`src/rtl/pio_fis_pkg.sv`:
```
package pio_fis_pkg;
  localparam int FIS_LEN  = 20;
  localparam int IDX_W    = $clog2(FIS_LEN);
  localparam int BCNT_W   = 16;
  localparam int IRQ_N    = 3;
  localparam int IRQ_DHRS = 0;
  localparam int IRQ_PSS  = 1;
  localparam int IRQ_TFES = 2;
  localparam int STS_ERR  = 0;
  localparam int IFLAG    = 6;
  localparam logic [7:0] CODE_PIO = 8'h5F;
  localparam logic [7:0] CODE_D2H = 8'h34;

  typedef enum logic [1:0] {ST_IDLE, ST_WRITE, ST_DATA} seq_state_e;
  typedef enum logic {FIS_PIO, FIS_D2H} fis_kind_e;

  typedef struct packed {
    fis_kind_e         kind;
    logic              iflag;
    logic [7:0]        status;
    logic [7:0]        error;
    logic [BCNT_W-1:0] bytes;
  } fis_fields_t;
endpackage

```
`src/rtl/pio_fis_fmt.sv`:
```
module pio_fis_fmt
  import pio_fis_pkg::*;
(
  input  fis_fields_t       fields_i,
  input  logic [IDX_W-1:0]  idx_i,
  output logic [7:0]        byte_o
);
  always_comb begin
    byte_o = 8'h00;
    case (int'(idx_i))
      0: byte_o = (fields_i.kind == FIS_PIO) ? CODE_PIO : CODE_D2H;
      1: byte_o = 8'(fields_i.iflag) << IFLAG;
      2: byte_o = fields_i.status;
      3: byte_o = fields_i.error;
      16: if (fields_i.kind == FIS_PIO) byte_o = fields_i.bytes[7:0];
      17: if (fields_i.kind == FIS_PIO) byte_o = fields_i.bytes[15:8];
      default: byte_o = 8'h00;
    endcase
  end
endmodule

```
`src/rtl/pio_fis_ctl.sv`:
```
module pio_fis_ctl
  import pio_fis_pkg::*;
#(
  parameter int CNT_W = 32
) (
  input  logic              clk,
  input  logic              rst_n,
  input  logic              cmd_start_i,
  input  logic              cmd_packet_i,
  input  logic              cmd_write_i,
  input  logic              drq_start_i,
  input  logic [BCNT_W-1:0] drq_bytes_i,
  input  logic [7:0]        dev_status_i,
  input  logic [7:0]        dev_error_i,
  input  logic              d2h_send_i,
  input  logic              data_done_i,
  output logic              wr_en_o,
  output logic [IDX_W-1:0]  wr_idx_o,
  output fis_fields_t       fields_o,
  output logic              data_req_o,
  output logic [IRQ_N-1:0]  evt_o,
  output logic [CNT_W-1:0]  count_o,
  output logic              proto_err_o
);
  localparam logic [IDX_W-1:0] LAST_IDX = IDX_W'(FIS_LEN - 1);

  seq_state_e       state_q, state_d;
  logic [IDX_W-1:0] idx_q, idx_d;
  fis_fields_t      fields_q, fields_d;
  logic             ld_fields;
  logic             skip_q, skip_d;
  logic             first_q, first_d;
  logic             pkt_q, pkt_d;
  logic             wrt_q, wrt_d;
  logic [CNT_W-1:0] count_q, count_d;
  logic             err_q, err_d;
  logic             any_req;

  assign any_req = cmd_start_i | drq_start_i | d2h_send_i;

  always_comb begin
    state_d   = state_q;
    idx_d     = idx_q;
    fields_d  = fields_q;
    ld_fields = 1'b0;
    skip_d    = skip_q;
    first_d   = first_q;
    pkt_d     = pkt_q;
    wrt_d     = wrt_q;
    count_d   = count_q;
    err_d     = err_q | ((state_q != ST_IDLE) & any_req);
    evt_o     = '0;
    case (state_q)
      ST_IDLE: begin
        if (cmd_start_i) begin
          first_d = 1'b0;
          pkt_d   = cmd_packet_i;
          wrt_d   = cmd_write_i;
          count_d = '0;
        end else if (drq_start_i) begin
          ld_fields = 1'b1;
          fields_d  = '{kind: FIS_PIO, iflag: first_q | (~pkt_q & ~wrt_q),
                        status: dev_status_i, error: dev_error_i, bytes: drq_bytes_i};
          skip_d    = pkt_q & ~first_q;
          idx_d     = '0;
          state_d   = ST_WRITE;
        end else if (d2h_send_i) begin
          ld_fields = 1'b1;
          fields_d  = '{kind: FIS_D2H, iflag: 1'b1, status: dev_status_i,
                        error: dev_error_i, bytes: '0};
          idx_d     = '0;
          state_d   = ST_WRITE;
        end
      end
      ST_WRITE: begin
        idx_d = idx_q + IDX_W'(1);
        if (idx_q == LAST_IDX) begin
          idx_d = '0;
          if (fields_q.kind == FIS_PIO) begin
            evt_o[IRQ_TFES] = fields_q.status[STS_ERR];
            if (skip_q) begin
              first_d = 1'b1;
              state_d = ST_IDLE;
            end else begin
              state_d = ST_DATA;
            end
          end else begin
            evt_o[IRQ_DHRS] = 1'b1;
            state_d         = ST_IDLE;
          end
        end
      end
      ST_DATA: begin
        if (data_done_i) begin
          count_d        = count_q + CNT_W'(fields_q.bytes);
          first_d        = 1'b1;
          evt_o[IRQ_PSS] = fields_q.iflag;
          state_d        = ST_IDLE;
        end
      end
      default: state_d = ST_IDLE;
    endcase
  end

  always_ff @(posedge clk or negedge rst_n) begin
    if (!rst_n) begin
      state_q  <= ST_IDLE;
      idx_q    <= '0;
      fields_q <= '0;
      skip_q   <= 1'b0;
      first_q  <= 1'b0;
      pkt_q    <= 1'b0;
      wrt_q    <= 1'b0;
      count_q  <= '0;
      err_q    <= 1'b0;
    end else begin
      state_q <= state_d;
      idx_q   <= idx_d;
      skip_q  <= skip_d;
      first_q <= first_d;
      pkt_q   <= pkt_d;
      wrt_q   <= wrt_d;
      count_q <= count_d;
      err_q   <= err_d;
      if (ld_fields) fields_q <= fields_d;
    end
  end

  assign wr_en_o     = (state_q == ST_WRITE);
  assign wr_idx_o    = idx_q;
  assign fields_o    = fields_q;
  assign data_req_o  = (state_q == ST_DATA);
  assign count_o     = count_q;
  assign proto_err_o = err_q;
endmodule

```
`src/rtl/pio_fis_irq.sv`:
```
module pio_fis_irq #(
  parameter int N = 3
) (
  input  logic         clk,
  input  logic         rst_n,
  input  logic [N-1:0] set_i,
  input  logic [N-1:0] clr_i,
  input  logic [N-1:0] en_i,
  output logic [N-1:0] sts_o,
  output logic         irq_o
);
  logic [N-1:0] sts_q;

  for (genvar g = 0; g < N; g++) begin : g_bit
    logic nxt;
    assign nxt = set_i[g] | (sts_q[g] & ~clr_i[g]);
    always_ff @(posedge clk or negedge rst_n) begin
      if (!rst_n) sts_q[g] <= 1'b0;
      else        sts_q[g] <= nxt;
    end
  end

  assign sts_o = sts_q;
  assign irq_o = |(sts_q & en_i);
endmodule

```
`src/rtl/pio_fis_seq.sv`:
```
module pio_fis_seq
  import pio_fis_pkg::*;
#(
  parameter int                ADDR_W     = 8,
  parameter logic [ADDR_W-1:0] PSFIS_BASE = 8'h20,
  parameter logic [ADDR_W-1:0] RFIS_BASE  = 8'h40,
  parameter int                CNT_W      = 32
) (
  input  logic              clk,
  input  logic              rst_n,
  input  logic              cmd_start_i,
  input  logic              cmd_packet_i,
  input  logic              cmd_write_i,
  input  logic              drq_start_i,
  input  logic [15:0]       drq_bytes_i,
  input  logic [7:0]        dev_status_i,
  input  logic [7:0]        dev_error_i,
  input  logic              d2h_send_i,
  input  logic              data_done_i,
  input  logic [2:0]        irq_en_i,
  input  logic [2:0]        irq_clr_i,
  output logic              fbuf_we_o,
  output logic [ADDR_W-1:0] fbuf_addr_o,
  output logic [7:0]        fbuf_data_o,
  output logic              data_req_o,
  output logic [2:0]        irq_sts_o,
  output logic              irq_o,
  output logic              proto_err_o,
  output logic [CNT_W-1:0]  xfer_count_o
);
  logic [IDX_W-1:0] wr_idx;
  fis_fields_t      fields;
  logic [IRQ_N-1:0] evt;

  pio_fis_ctl #(.CNT_W(CNT_W)) ctl_i (
    .clk, .rst_n, .cmd_start_i, .cmd_packet_i, .cmd_write_i,
    .drq_start_i, .drq_bytes_i, .dev_status_i, .dev_error_i,
    .d2h_send_i, .data_done_i,
    .wr_en_o(fbuf_we_o), .wr_idx_o(wr_idx), .fields_o(fields),
    .data_req_o, .evt_o(evt), .count_o(xfer_count_o), .proto_err_o
  );

  pio_fis_fmt fmt_i (.fields_i(fields), .idx_i(wr_idx), .byte_o(fbuf_data_o));

  assign fbuf_addr_o = ((fields.kind == FIS_PIO) ? PSFIS_BASE : RFIS_BASE)
                     + ADDR_W'(wr_idx);

  pio_fis_irq #(.N(IRQ_N)) irq_i (
    .clk, .rst_n, .set_i(evt), .clr_i(irq_clr_i), .en_i(irq_en_i),
    .sts_o(irq_sts_o), .irq_o
  );
endmodule

```
`config.mk`:
```
export PLATFORM = sky130hd
export DESIGN_NAME = pio_fis_seq
export DESIGN_NICKNAME = d
export VERILOG_FILES = /design/src/rtl/pio_fis_pkg.sv /design/src/rtl/pio_fis_fmt.sv /design/src/rtl/pio_fis_ctl.sv /design/src/rtl/pio_fis_irq.sv /design/src/rtl/pio_fis_seq.sv
export SDC_FILE = /design/constraint.sdc
export NUM_CORES = 1
export LEC_CHECK = 0
export CAP_MARGIN = 20
export CORE_ASPECT_RATIO = 0.75
export CORE_MARGIN = 2
export CORE_UTILIZATION = 25
export DETAILED_ROUTE_END_ITERATION = 7
export SYNTH_ARGS = -nofsm -noshare
export SYNTH_HDL_FRONTEND = slang
export SYNTH_SLANG_ARGS = --single-unit
```
`constraint.sdc`:
```
create_clock -name clk -period 5.1 [get_ports clk]
set_clock_uncertainty 0.05 [all_clocks]
set_input_delay 1.02 -clock clk [delete_from_list [all_inputs] [get_ports clk]]
set_output_delay 1.02 -clock clk [all_outputs]
set_load 0.01 [all_outputs]
```
# After elaboration in Yosys (flattened, before gate mapping)
# Index checks and enable logic that the tools add are counted.
# classes
n_addsub	3
mul	0
div_mod_pow	0
order_cmp	0
n_eq_ne	15
shifts	0
n_mux	41
n_bitwise	21
n_reduce_logical	15
# op_table
op	n
two-way mux 34 bit	2
two-way mux 32 bit	2
one-hot mux 32 bit (2 select lines)	1
one-hot mux 8 bit (6 select lines)	1
adder 32 x 16 -> 32 bit	1
two-way mux 5 bit	4
two-way mux 1 bit	17
two-way mux 8 bit	2
== test 5 bit (second input constant)	3
two-way mux 2 bit	7
two-way mux 7 bit	2
== test 5 x 2 -> 1 bit (second input constant)	2
one-hot mux 5 bit (2 select lines)	1
AND reduction 3 bit	3
adder 7 x 5 -> 8 bit	1
inequality test 2 bit (second input constant)	4
AND reduction 4 bit	2
nonzero test 2 bit	4
inverter 1 bit	7
OR 1 bit	7
bitwise AND 1 bit	6
one-hot mux 2 bit (3 select lines)	1
AND reduction 6 bit	1
adder 5 x 1 -> 5 bit (second input constant)	1
other kinds (12)	13
# totals
regBits	81
latchBits	0
ramBits	0
romBits	0
input_bits	46
out_inout_bits	55
n_memories	0

# Longest topological paths before layout
# Gate-level depths: netlist of run 1.
# depth
depth_word	5
ltp_mapped	10

# Modules after synthesis
# From an unflattened synthesis of run 1, not the netlist that was laid out.
# hier_totals
hier_cells	496
hier_area_um2	4892.2
# by_module_without_submodules
module	instances	cells_each	area_per_inst_um2	seq_area_each_um2
pio_fis_ctl	1	436	4384.2	1951.9
pio_fis_fmt	1	46	369.1	0.0
pio_fis_irq	1	11	123.9	75.1
pio_fis_seq	1	3	15.0	0.0

# Worst setup path before layout of run 1
# Ideal clock, no wire load.
# synth_timing
path_kind	reg-to-output
from	reg ctl_i.idx_q[0] (netlist: ctl_i.wr_idx_o[0])
to	out fbuf_data_o[0]
t_arrival_ns	1.483
slack_ns	2.547
path_stages_with_launch	7
path_buffers	1
cell_sequence	dfrtp_1 -> inv_1 -> ha_1 -> and3_1 -> clkbuf_1 -> a22oi_1 -> o221ai_1
# synth_via
elab_chain_cells	2
elab_cells_between_ends	7
# synth_lines
element	line_no	text
start, declared	pio_fis_ctl.sv:28	logic [IDX_W-1:0] idx_q, idx_d;
start signal, assigned	pio_fis_ctl.sv:118	idx_q <= idx_d;
== test 5 bit (tied with other cells)	pio_fis_fmt.sv:10	case (int'(idx_i))
one-hot mux 8 bit (6 select lines) *	pio_fis_fmt.sv:10	
end, declared	pio_fis_seq.sv:24	output logic [7:0] fbuf_data_o,
# Mark *: on every way between the ends. The rest lies on a longest branch, timed or not.

# Worst setup path in the final report of run 1
# Ends and elaborated chain as after synthesis.

==> results of run 1 <==
[path summary, 6_finish.rpt]
kind / from / slack (ns) / to
setup / recovery: ctl_i.wr_idx_o[0] / 1.55 / fbuf_data_o[0]
hold / removal: ctl_i.proto_err_o / 0.44 / ctl_i.proto_err_o
setup reg to reg: ctl_i.state_q[0] / 2.27 / ctl_i.count_o[19]
hold reg to reg: ctl_i.proto_err_o / 0.44 / ctl_i.proto_err_o
max in group asynchronous: rst_n / 3.44 / ctl_i.fields_o[32]
min in group asynchronous: rst_n / 0.58 / ctl_i.count_o[8]
[sequential cells by signal, summed over array words and instances (netlist names)]
register,flops
ctl_i.count_o,32
ctl_i.fields_o,34
ctl_i.first_q,1
ctl_i.pkt_q,1
ctl_i.proto_err_o,1
ctl_i.skip_q,1
ctl_i.state_q,2
ctl_i.wr_idx_o,5
ctl_i.wrt_q,1
irq_i.sts_o,3
[layer usage]
| metal | GRT usage [%] | up-vias | routed length (um) |
|---|---|---|---|
| li1 | - | 1894 | - |
| met1 | 21.2 | 1958 | 6820 |
| met2 | 21.2 | 157 | 6110 |
| met3 | 3.34 | 14 | 831 |
| met4 | 3.96 | 0 | 167 |
| met5 | 0 | - | 0 |
[critical path, cell delays in order, from the launching register on]
cell	delay (ns)
sky130_fd_sc_hd__dfrtp_1	0.46
sky130_fd_sc_hd__inv_1	0.11
sky130_fd_sc_hd__ha_1	0.29
sky130_fd_sc_hd__and3_1	0.34
sky130_fd_sc_hd__a22oi_1	0.13
sky130_fd_sc_hd__o221ai_1	0.22
sky130_fd_sc_hd__clkdlybuf4s50_1	0.58
[stage by stage]
stage,power (mW),utilization (%),hold slack [ns],cell area [um^2],cells
floorplan,1.84,-,0.422,4650,459
global placement,2.34,32.0,0.415,5860,784
detailed placement,2.36,32.0,0.420,5860,784
CTS,3.01,33.5,0.444,6150,800
global route,3.20,33.5,0.462,6150,800
finish,3.00,33.5,0.437,6150,800
[layout by cell type, fill, tap and decap left out, drive strengths merged, types with 4 or more instances in the layout]
cell type	n
clkdlybuf4s50	98
dfrtp	81
a22o	29
nand2	28
a21oi	26
ha	24
nor2	23
o21ai	23
inv	22
mux2	19
xnor2	18
nand3	17
a22oi	12
clkbuf	11
nor3	9
o22ai	8
nand4	8
nor2b	7
and3	6
nand2b	5
or3	5
and2	5
buf	5
o31ai	5
o21bai	4
[area by class of cell]
class / count / area, um^2
Multi-Input combinational cell: 333 / 2430
Fill cell: 1829 / 12200
Clock inverter: 5 / 37.5
Sequential cell: 81 / 2030
Clock buffer: 11 / 253
Timing Repair Buffer: 103 / 1020
Tap cell: 247 / 309
Inverter: 20 / 75.1
[where the power goes]
part / switching (mW) / internal (mW)
Clock: 0.278 / 0.359
Combinational: 0.692 / 0.633
Sequential: 0.200 / 0.840
Total: 1.17 / 1.83
[cell families after synthesis]
logic type / count (synthesis) / synth area share, %
AOI/OAI and AO/OA: 140 / 22.2
and+or+nand+nor: 125 / 14.2
DFF: 81 / 43.6
buffers and inverters: 45 / 4.01
adders and majority gates: 25 / 6.89
muxes: 22 / 5.25
xor gates and xnor gates: 20 / 3.77
other: 1 / 0.0807
==> impl_metrics.env, run 1 <==
export IMPL_run_status="finished, final reports clean"
export IMPL_cts_repair_resize_count=0
export IMPL_worst_slew_pin_transition_ns=0.730
export IMPL_grt_pass1_wl_mm=22.1
export IMPL_synth_lib_cells_used_distinct=68
export IMPL_die_height_um=122
export IMPL_initial_core_util_pct=25.3
export IMPL_netlist_top_cells_area="sky130_fd_sc_hd__dfrtp_1 44%, sky130_fd_sc_hd__ha_1 6.5%, sky130_fd_sc_hd__a22o_1 5.5%"
export IMPL_finalCritPeriodShare_pct=69.5
export IMPL_vias_per_cell=5.03
export IMPL_cts_sinks=81
export IMPL_net_count_after_synthesis=530
export IMPL_fin_setup_tns_ns=0
export IMPL_static_leakage_power_nw=2.47
export IMPL_path_class="register to output pin"
export IMPL_grt_antenna_before_repair=0
export IMPL_dp_worst_setup_slack_ns=1.58
export IMPL_gpl_final_weighted_congestion=0.854
export IMPL_grt_max_degree=49
export IMPL_cts_tree="done"
export IMPL_holdBufCountCts=0
export IMPL_antenna_violating_nets_post_route=0
export IMPL_max_cap_violations=0
export IMPL_synth_edff_count=0
export IMPL_hold_path_stages=1
export IMPL_wirelength_mm=13.9
export IMPL_cts_setup_buffers=0
export IMPL_top_reg_cell_synth="sky130_fd_sc_hd__dfrtp_1"
export IMPL_num_antenna_cells=0
export IMPL_drt_pre_antenna_iters=5
export IMPL_clock_tree_htree_level_count=3
export IMPL_drt_wirelength_per_cell_um=17.4
export IMPL_number_of_global_route_vias_before_repair=3960
export IMPL_synth_top_cell_area_share_pct=43.6
export IMPL_worst_slack_ns=1.55
export IMPL_floorplan_rows=43
export IMPL_relSlewSlack_pct=51.3
export IMPL_asyncSetResetFlopFracSynth_pct=100
export IMPL_synth_warnings=0
export IMPL_synth_most_common_cell="sky130_fd_sc_hd__dfrtp_1"
export IMPL_place_port_buffers=99
export IMPL_cp_arrival_ns=2.48
export IMPL_fmaxAchievable_mhz=282
export IMPL_syn_cell_area_um2=4650
export IMPL_first_iteration_detailed_routing_drc_count=350
export IMPL_max_vdd_ir_drop_mv=0.212
export IMPL_post_synth_inst_count=459
export IMPL_netlist_top_cell_by_area="sky130_fd_sc_hd__dfrtp_1"
export IMPL_worstSetupStartpointType="register"
export IMPL_syn_mean_instance_area_um2=10.1
export IMPL_core_area_um2=18300
export IMPL_postSynthRegisterBits=81
export IMPL_period_minus_slack_ns=3.55
export IMPL_cts_clk_slew_worst_paths_ns=0.06
export IMPL_cts_buffers_inserted=9
export IMPL_io_pin_count=101
export IMPL_final_hold_violation_count=0
export IMPL_worst_r2r_cell_count=9
export IMPL_endpoints_failing_setup=0
export IMPL_timing_hold_worst_class="register to register"
export IMPL_drive_gt1_share_pct=9.95
export IMPL_critical_path_maximum_fanout=7
export IMPL_grt_setup_unrepaired="false"
export IMPL_grt_overflow_total=0
export IMPL_dp_final_hpwl_mm=10.6
export IMPL_post_synth_most_frequent_cells="81 x sky130_fd_sc_hd__dfrtp_1, 29 x sky130_fd_sc_hd__a22o_1, 28 x sky130_fd_sc_hd__nand2_1"
export IMPL_timing_final_max_slew_violations=0
export IMPL_die_x_um=161
export IMPL_synth_sequential_area_ratio_pct=43.6
export IMPL_timing_critical_path_to_type="output pin"
export IMPL_nets=619
export IMPL_worstSkewPairLatency_ns=0.34
export IMPL_cts_root_to_sink_buffers=2
export IMPL_die_area_um2=19700
export IMPL_power_per_cell_area_nw_per_um2=488
export IMPL_root_buffer="sky130_fd_sc_hd__clkbuf_16"
export IMPL_detail_route_drc_violations=0
export IMPL_worst_endpoint_required_ns=4.03
export IMPL_syn2layout_area_growth_pct=32.4
export IMPL_grt_usage_pct=14.4
export IMPL_routed_via_count=4023
No activity file was read; power rests on OpenSTA's default activity.
==> run 2, diff against run 1 <==
==> constraint.sdc (replaced) <==
create_clock -name clk -period 3 [get_ports clk]
set_clock_uncertainty 0.05 [all_clocks]
set_input_delay 0.6 -clock clk [delete_from_list [all_inputs] [get_ports clk]]
set_output_delay 0.6 -clock clk [all_outputs]
set_load 0.01 [all_outputs]
==> impl_metrics.env, run 2 (synthesized netlist as in run 1, its figures left out) <==
export IMPL_run_status="finished, final reports clean"
export IMPL_path_class="register to output pin"
export IMPL_grt_antenna_before_repair=0
export IMPL_cts_sinks=81
export IMPL_cts_setup_buffers=0
export IMPL_max_cap_violations=0
export IMPL_routed_via_count=4037
export IMPL_top_layer_used="met4"
export IMPL_vias_per_cell=5.02
export IMPL_drt_wirelength_per_cell_um=17.6
export IMPL_detail_route_drc_violations=0
export IMPL_fin_setup_tns_ns=0
export IMPL_antenna_violating_nets_post_route=0
export IMPL_gpl_final_weighted_congestion=0.889
export IMPL_floorplan_rows=43
export IMPL_grt_max_degree=53
export IMPL_timing_final_max_slew_violations=0
export IMPL_placement_cell_area_um2=5910
export IMPL_dr_wl_met3_um=702
export IMPL_grt_overflow_total=0
export IMPL_static_leakage_power_nw=2.52
export IMPL_mostFrequentLayoutCells="95 x sky130_fd_sc_hd__clkdlybuf4s50_1, 79 x sky130_fd_sc_hd__dfrtp_1, 29 x sky130_fd_sc_hd__a22o_1"
export IMPL_grt_usage_pct=14.8
export IMPL_timing_critical_path_to_type="output pin"
export IMPL_die_x_um=161
export IMPL_core_area_um2=18300
export IMPL_number_of_global_route_vias_before_repair=4024
export IMPL_largest_register_ff_count=34
export IMPL_die_height_um=122
export IMPL_io_pin_count=101
export IMPL_cpPeakStageDelay_ns=0.57
export IMPL_cts_tree="done"
export IMPL_cts_clk_slew_worst_paths_ns=0.06
export IMPL_fmaxAchievable_mhz=340
export IMPL_wirelength_mm=14.1
export IMPL_timing_hold_worst_class="primary input to async pin"
export IMPL_endpoints_failing_setup=0
export IMPL_fin_total_pwr_mw=5.13
export IMPL_cp_arrival_ns=2.29
export IMPL_dp_final_hpwl_mm=10.8
export IMPL_grt_pass1_wl_mm=22.7
export IMPL_die_area_um2=19700
export IMPL_cts_root_to_sink_buffers=2
export IMPL_relSlewSlack_pct=49.5
export IMPL_worstSkewPairLatency_ns=0.34
export IMPL_critical_path_cell_chain="inv_1 -> ha_2 -> and3_4 -> a22oi_1 -> o22ai_1 -> clkdlybuf4s50_1"
export IMPL_nets=624
export IMPL_period_minus_slack_ns=2.94
export IMPL_cp_num_buf_inv=2
export IMPL_root_buffer="sky130_fd_sc_hd__clkbuf_16"
export IMPL_num_antenna_cells=0
export IMPL_worst_slew_pin_transition_ns=0.756
export IMPL_drive_gt1_share_pct=11.5
export IMPL_clock_tree_htree_level_count=3
export IMPL_critPathSlowestCell="sky130_fd_sc_hd__clkdlybuf4s50_1"
export IMPL_cts_buffers_inserted=9
export IMPL_layout_commonest_cell="sky130_fd_sc_hd__clkdlybuf4s50_1"
export IMPL_finalCritPeriodShare_pct=97.9
export IMPL_worst_path_dominant_cell_family="buffers and inverters"
export IMPL_syn2layout_area_growth_pct=33.8
export IMPL_postLayoutCellArea_um2=6220
export IMPL_worst_endpoint_required_ns=2.35
export IMPL_drt_pre_antenna_iters=4
export IMPL_holdBufCountCts=0
export IMPL_worstSetupStartpointType="register"
export IMPL_max_vdd_ir_drop_mv=0.362
export IMPL_final_hold_violation_count=0
export IMPL_place_port_buffers=99
export IMPL_detail_route_wirelength_met1_mm=6.93
export IMPL_met2_wirelength_mm=6.33
export IMPL_initial_core_util_pct=25.3
export IMPL_critical_path_maximum_fanout=7
export IMPL_first_iteration_detailed_routing_drc_count=313
export IMPL_grt_setup_unrepaired="false"
export IMPL_power_per_cell_area_nw_per_um2=826
==> run 2: worst paths after layout <==
path                                   start                 to  slack, ns  cells past startpoint
max                        ctl_i.wr_idx_o[0]     fbuf_data_o[7]       0.06                      6
min                                    rst_n   ctl_i.count_o[8]       0.25                      1
max reg2reg                ctl_i.fields_o[8]  ctl_i.count_o[25]       0.37                      8
min reg2reg                ctl_i.proto_err_o  ctl_i.proto_err_o       0.43                      1
max in group asynchronous              rst_n  ctl_i.wr_idx_o[1]       2.03                      2
min in group clk           ctl_i.proto_err_o  ctl_i.proto_err_o       0.43                      1
==> run 2: area by class of cell <==
| type | count | area [um^2] |
|---|---|---|
| multi-input combinational | 333 | 2440 |
| inverter | 20 | 75.1 |
| tap | 247 | 309 |
| clock buffer | 10 | 229 |
| fill | 1860 | 12100 |
| sequential | 81 | 2030 |
| timing repair buffer | 108 | 1070 |
| clock inverter | 5 | 57.6 |
==> run 2: worst reg2reg max path, cell delays in order (launching register included) <==
cell and delay, ns:
sky130_fd_sc_hd__dfrtp_1 0.46, sky130_fd_sc_hd__ha_1 0.39, sky130_fd_sc_hd__nand4_1 0.22, sky130_fd_sc_hd__nor2_1 0.07
sky130_fd_sc_hd__a31oi_1 0.24, sky130_fd_sc_hd__o31ai_4 0.18, sky130_fd_sc_hd__a2111oi_4 0.64, sky130_fd_sc_hd__or4_1 0.20
sky130_fd_sc_hd__a21oi_1 0.06
==> run 2: power by group <==
part	switching, mW	total (mW)	internal (mW)
sequential	0.350	1.78	1.43
clock	0.450	1.09	0.640
combinational	1.18	2.26	1.08
==> run 2: routing by layer <==
metal / vias up / GRT usage (%)
li1: 1896 / -
met1: 2004 / 21.7
met2: 124 / 22.2
met3: 13 / 3.34
met4: 0 / 3.35
met5: - / 0
==> run 2: timing repair <==
action	in CTS	in global routing
cloned	0	0
resized for setup	7	3
setup endpoints to repair	8	4
hold endpoints to repair	0	0
pin swaps	0	1
==> run 2: metrics by stage <==
stage / util (%) / cells / hold WS (ns) / setup WS [ns]
6_report: 33.9 / 804 / 0.247 / 0.0625
5_1_grt: 33.9 / 804 / 0.312 / 0.000357
4_1_cts: 33.8 / 804 / 0.282 / 0.0260
3_5_place_dp: 32.2 / 789 / 0.411 / 0.200
3_3_place_gp: 32.2 / 789 / 0.418 / 0.233
2_1_floorplan: - / 459 / 0.254 / 0.669
==> run 3, diff against run 2 <==
--- a/config.mk
+++ b/config.mk
@@ -10,6 +10,7 @@
 export CORE_MARGIN = 2
 export CORE_UTILIZATION = 25
 export DETAILED_ROUTE_END_ITERATION = 7
+export SKIP_CTS_REPAIR_TIMING = 1
 export SYNTH_ARGS = -nofsm -noshare
 export SYNTH_HDL_FRONTEND = slang
 export SYNTH_SLANG_ARGS = --single-unit
==> impl_metrics.env, run 3 (synthesized netlist as in run 1, its figures left out) <==
export IMPL_worstSkewPairLatency_ns=0.34
export IMPL_drt_pre_antenna_iters=5
export IMPL_finish_cell_count_without_fillers=804
export IMPL_die_x_um=161
export IMPL_power_per_cell_area_nw_per_um2=825
export IMPL_dp_final_hpwl_mm=10.8
export IMPL_max_vdd_ir_drop_mv=0.361
export IMPL_first_iteration_detailed_routing_drc_count=307
export IMPL_run_status="finished, final reports clean"
export IMPL_worstSetupStartpointType="register"
export IMPL_timing_critical_path_from="ctl_i.wr_idx_o[0]"
export IMPL_fmaxAchievable_mhz=341
export IMPL_final_hold_violation_count=0
export IMPL_cts_sinks=81
export IMPL_period_minus_slack_ns=2.93
export IMPL_io_pin_count=101
export IMPL_critical_path_maximum_fanout=7
export IMPL_final_util_pct=33.9
export IMPL_cts_root_to_sink_buffers=2
export IMPL_grt_max_degree=53
export IMPL_static_leakage_power_nw=2.53
export IMPL_nets=624
export IMPL_layout_filler_cells=1861
export IMPL_cp_arrival_ns=2.28
export IMPL_wirelength_mm=14.1
export IMPL_grt_overflow_total=0
export IMPL_detail_route_drc_violations=0
export IMPL_grt_setup_unrepaired="false"
export IMPL_die_area_um2=19700
export IMPL_drt_wirelength_per_cell_um=17.6
export IMPL_initial_core_util_pct=25.3
export IMPL_mostFrequentLayoutCells="94 x sky130_fd_sc_hd__clkdlybuf4s50_1, 79 x sky130_fd_sc_hd__dfrtp_1, 29 x sky130_fd_sc_hd__a22o_1"
export IMPL_clock_tree_htree_level_count=3
export IMPL_worst_r2r_cell_count=8
export IMPL_drive_gt1_share_pct=11.5
export IMPL_max_cap_violations=0
export IMPL_fin_total_pwr_mw=5.13
export IMPL_timing_critical_path_to_type="output pin"
export IMPL_grt_pass1_wl_mm=22.7
export IMPL_gpl_final_weighted_congestion=0.889
export IMPL_layout_commonest_cell="sky130_fd_sc_hd__clkdlybuf4s50_1"
export IMPL_r2r_start="ctl_i.fields_o[8]"
export IMPL_antenna_violating_nets_post_route=0
export IMPL_relSlewSlack_pct=50.2
export IMPL_grt_antenna_before_repair=0
export IMPL_num_antenna_cells=0
export IMPL_endpoints_failing_setup=0
export IMPL_cts_clk_slew_worst_paths_ns=0.07
export IMPL_fin_setup_tns_ns=0
export IMPL_place_port_buffers=99
export IMPL_number_of_global_route_vias_before_repair=4025
export IMPL_worst_endpoint_required_ns=2.35
export IMPL_syn2layout_area_growth_pct=33.9
export IMPL_path_class="register to output pin"
export IMPL_routed_via_count=4012
export IMPL_reg2reg_slack_ns=0.37
export IMPL_die_height_um=122
export IMPL_core_area_um2=18300
export IMPL_crit_reg2reg_capture="ctl_i.count_o[25]"
export IMPL_cts_tree="done"
export IMPL_largest_register_ff_count=34
export IMPL_finalCritPeriodShare_pct=97.7
export IMPL_vias_per_cell=4.99
export IMPL_cts_buffers_inserted=9
export IMPL_timing_final_max_slew_violations=0
export IMPL_post_place_cells=789
export IMPL_root_buffer="sky130_fd_sc_hd__clkbuf_16"
export IMPL_timing_hold_worst_class="primary input to async pin"
export IMPL_floorplan_rows=43
export IMPL_grt_usage_pct=14.8
export IMPL_worst_slew_pin_transition_ns=0.745
-- run 3: where the power goes --
part	switching (mW)	internal, mW
logic	1.18	1.08
registers	0.350	1.43
clock network	0.451	0.640
-- run 3: cell type report --
| class | count | area (um^2) | share of cell area [%] |
|---|---|---|---|
| repair buffers | 108 | 1080 | 17.3 |
| clock inverters | 5 | 57.6 | 0.925 |
| multi-input cells | 333 | 2440 | 39.3 |
| inverters | 20 | 75.1 | 1.21 |
| clock buffers | 10 | 229 | 3.68 |
| flip-flops and latches | 81 | 2030 | 32.6 |
| well taps | 247 | 309 | 4.97 |
-- run 3: layer usage --
| layer | vias to the layer above | share of wire, % | track usage [%] |
|---|---|---|---|
| met3 | 13 | 4.5 | 3.34 |
| met5 | - | 0 | 0 |
| met1 | 1992 | 50 | 21.7 |
| met2 | 115 | 44 | 22.2 |
| li1 | 1892 | - | - |
| met4 | 0 | 1.3 | 3.35 |
-- run 3: critical path: stages (launching register included) --
cell	delay, ns
sky130_fd_sc_hd__dfrtp_2	0.48
sky130_fd_sc_hd__inv_1	0.11
sky130_fd_sc_hd__ha_2	0.26
sky130_fd_sc_hd__and3_4	0.25
sky130_fd_sc_hd__a22oi_1	0.10
sky130_fd_sc_hd__o22ai_1	0.18
sky130_fd_sc_hd__clkdlybuf4s50_1	0.57
-- run 3: through the flow --
stage | instance area, um^2 | hold slack [ns] | setup WS (ns)
after floorplan | 4650 | 0.254 | 0.669
after global placement | 5910 | 0.418 | 0.233
after detailed placement | 5910 | 0.411 | 0.200
after CTS | 6200 | 0.282 | -0.191
after global routing | 6220 | 0.312 | 0.00217
final | 6220 | 0.246 | 0.0694
-- run 3: how the worst max path moves through the flow --
| stage | to | slack [ns] | depth (start not counted) |
|---|---|---|---|
| floorplan | ctl_i.count_o[25] | 0.67 | 9 |
| global placement | fbuf_data_o[0] | 0.23 | 6 |
| detailed placement | fbuf_data_o[0] | 0.20 | 6 |
| CTS | fbuf_data_o[3] | -0.19 | 6 |
| global route | fbuf_data_o[6] | 0.002 | 5 |
| finish | fbuf_data_o[7] | 0.07 | 6 |
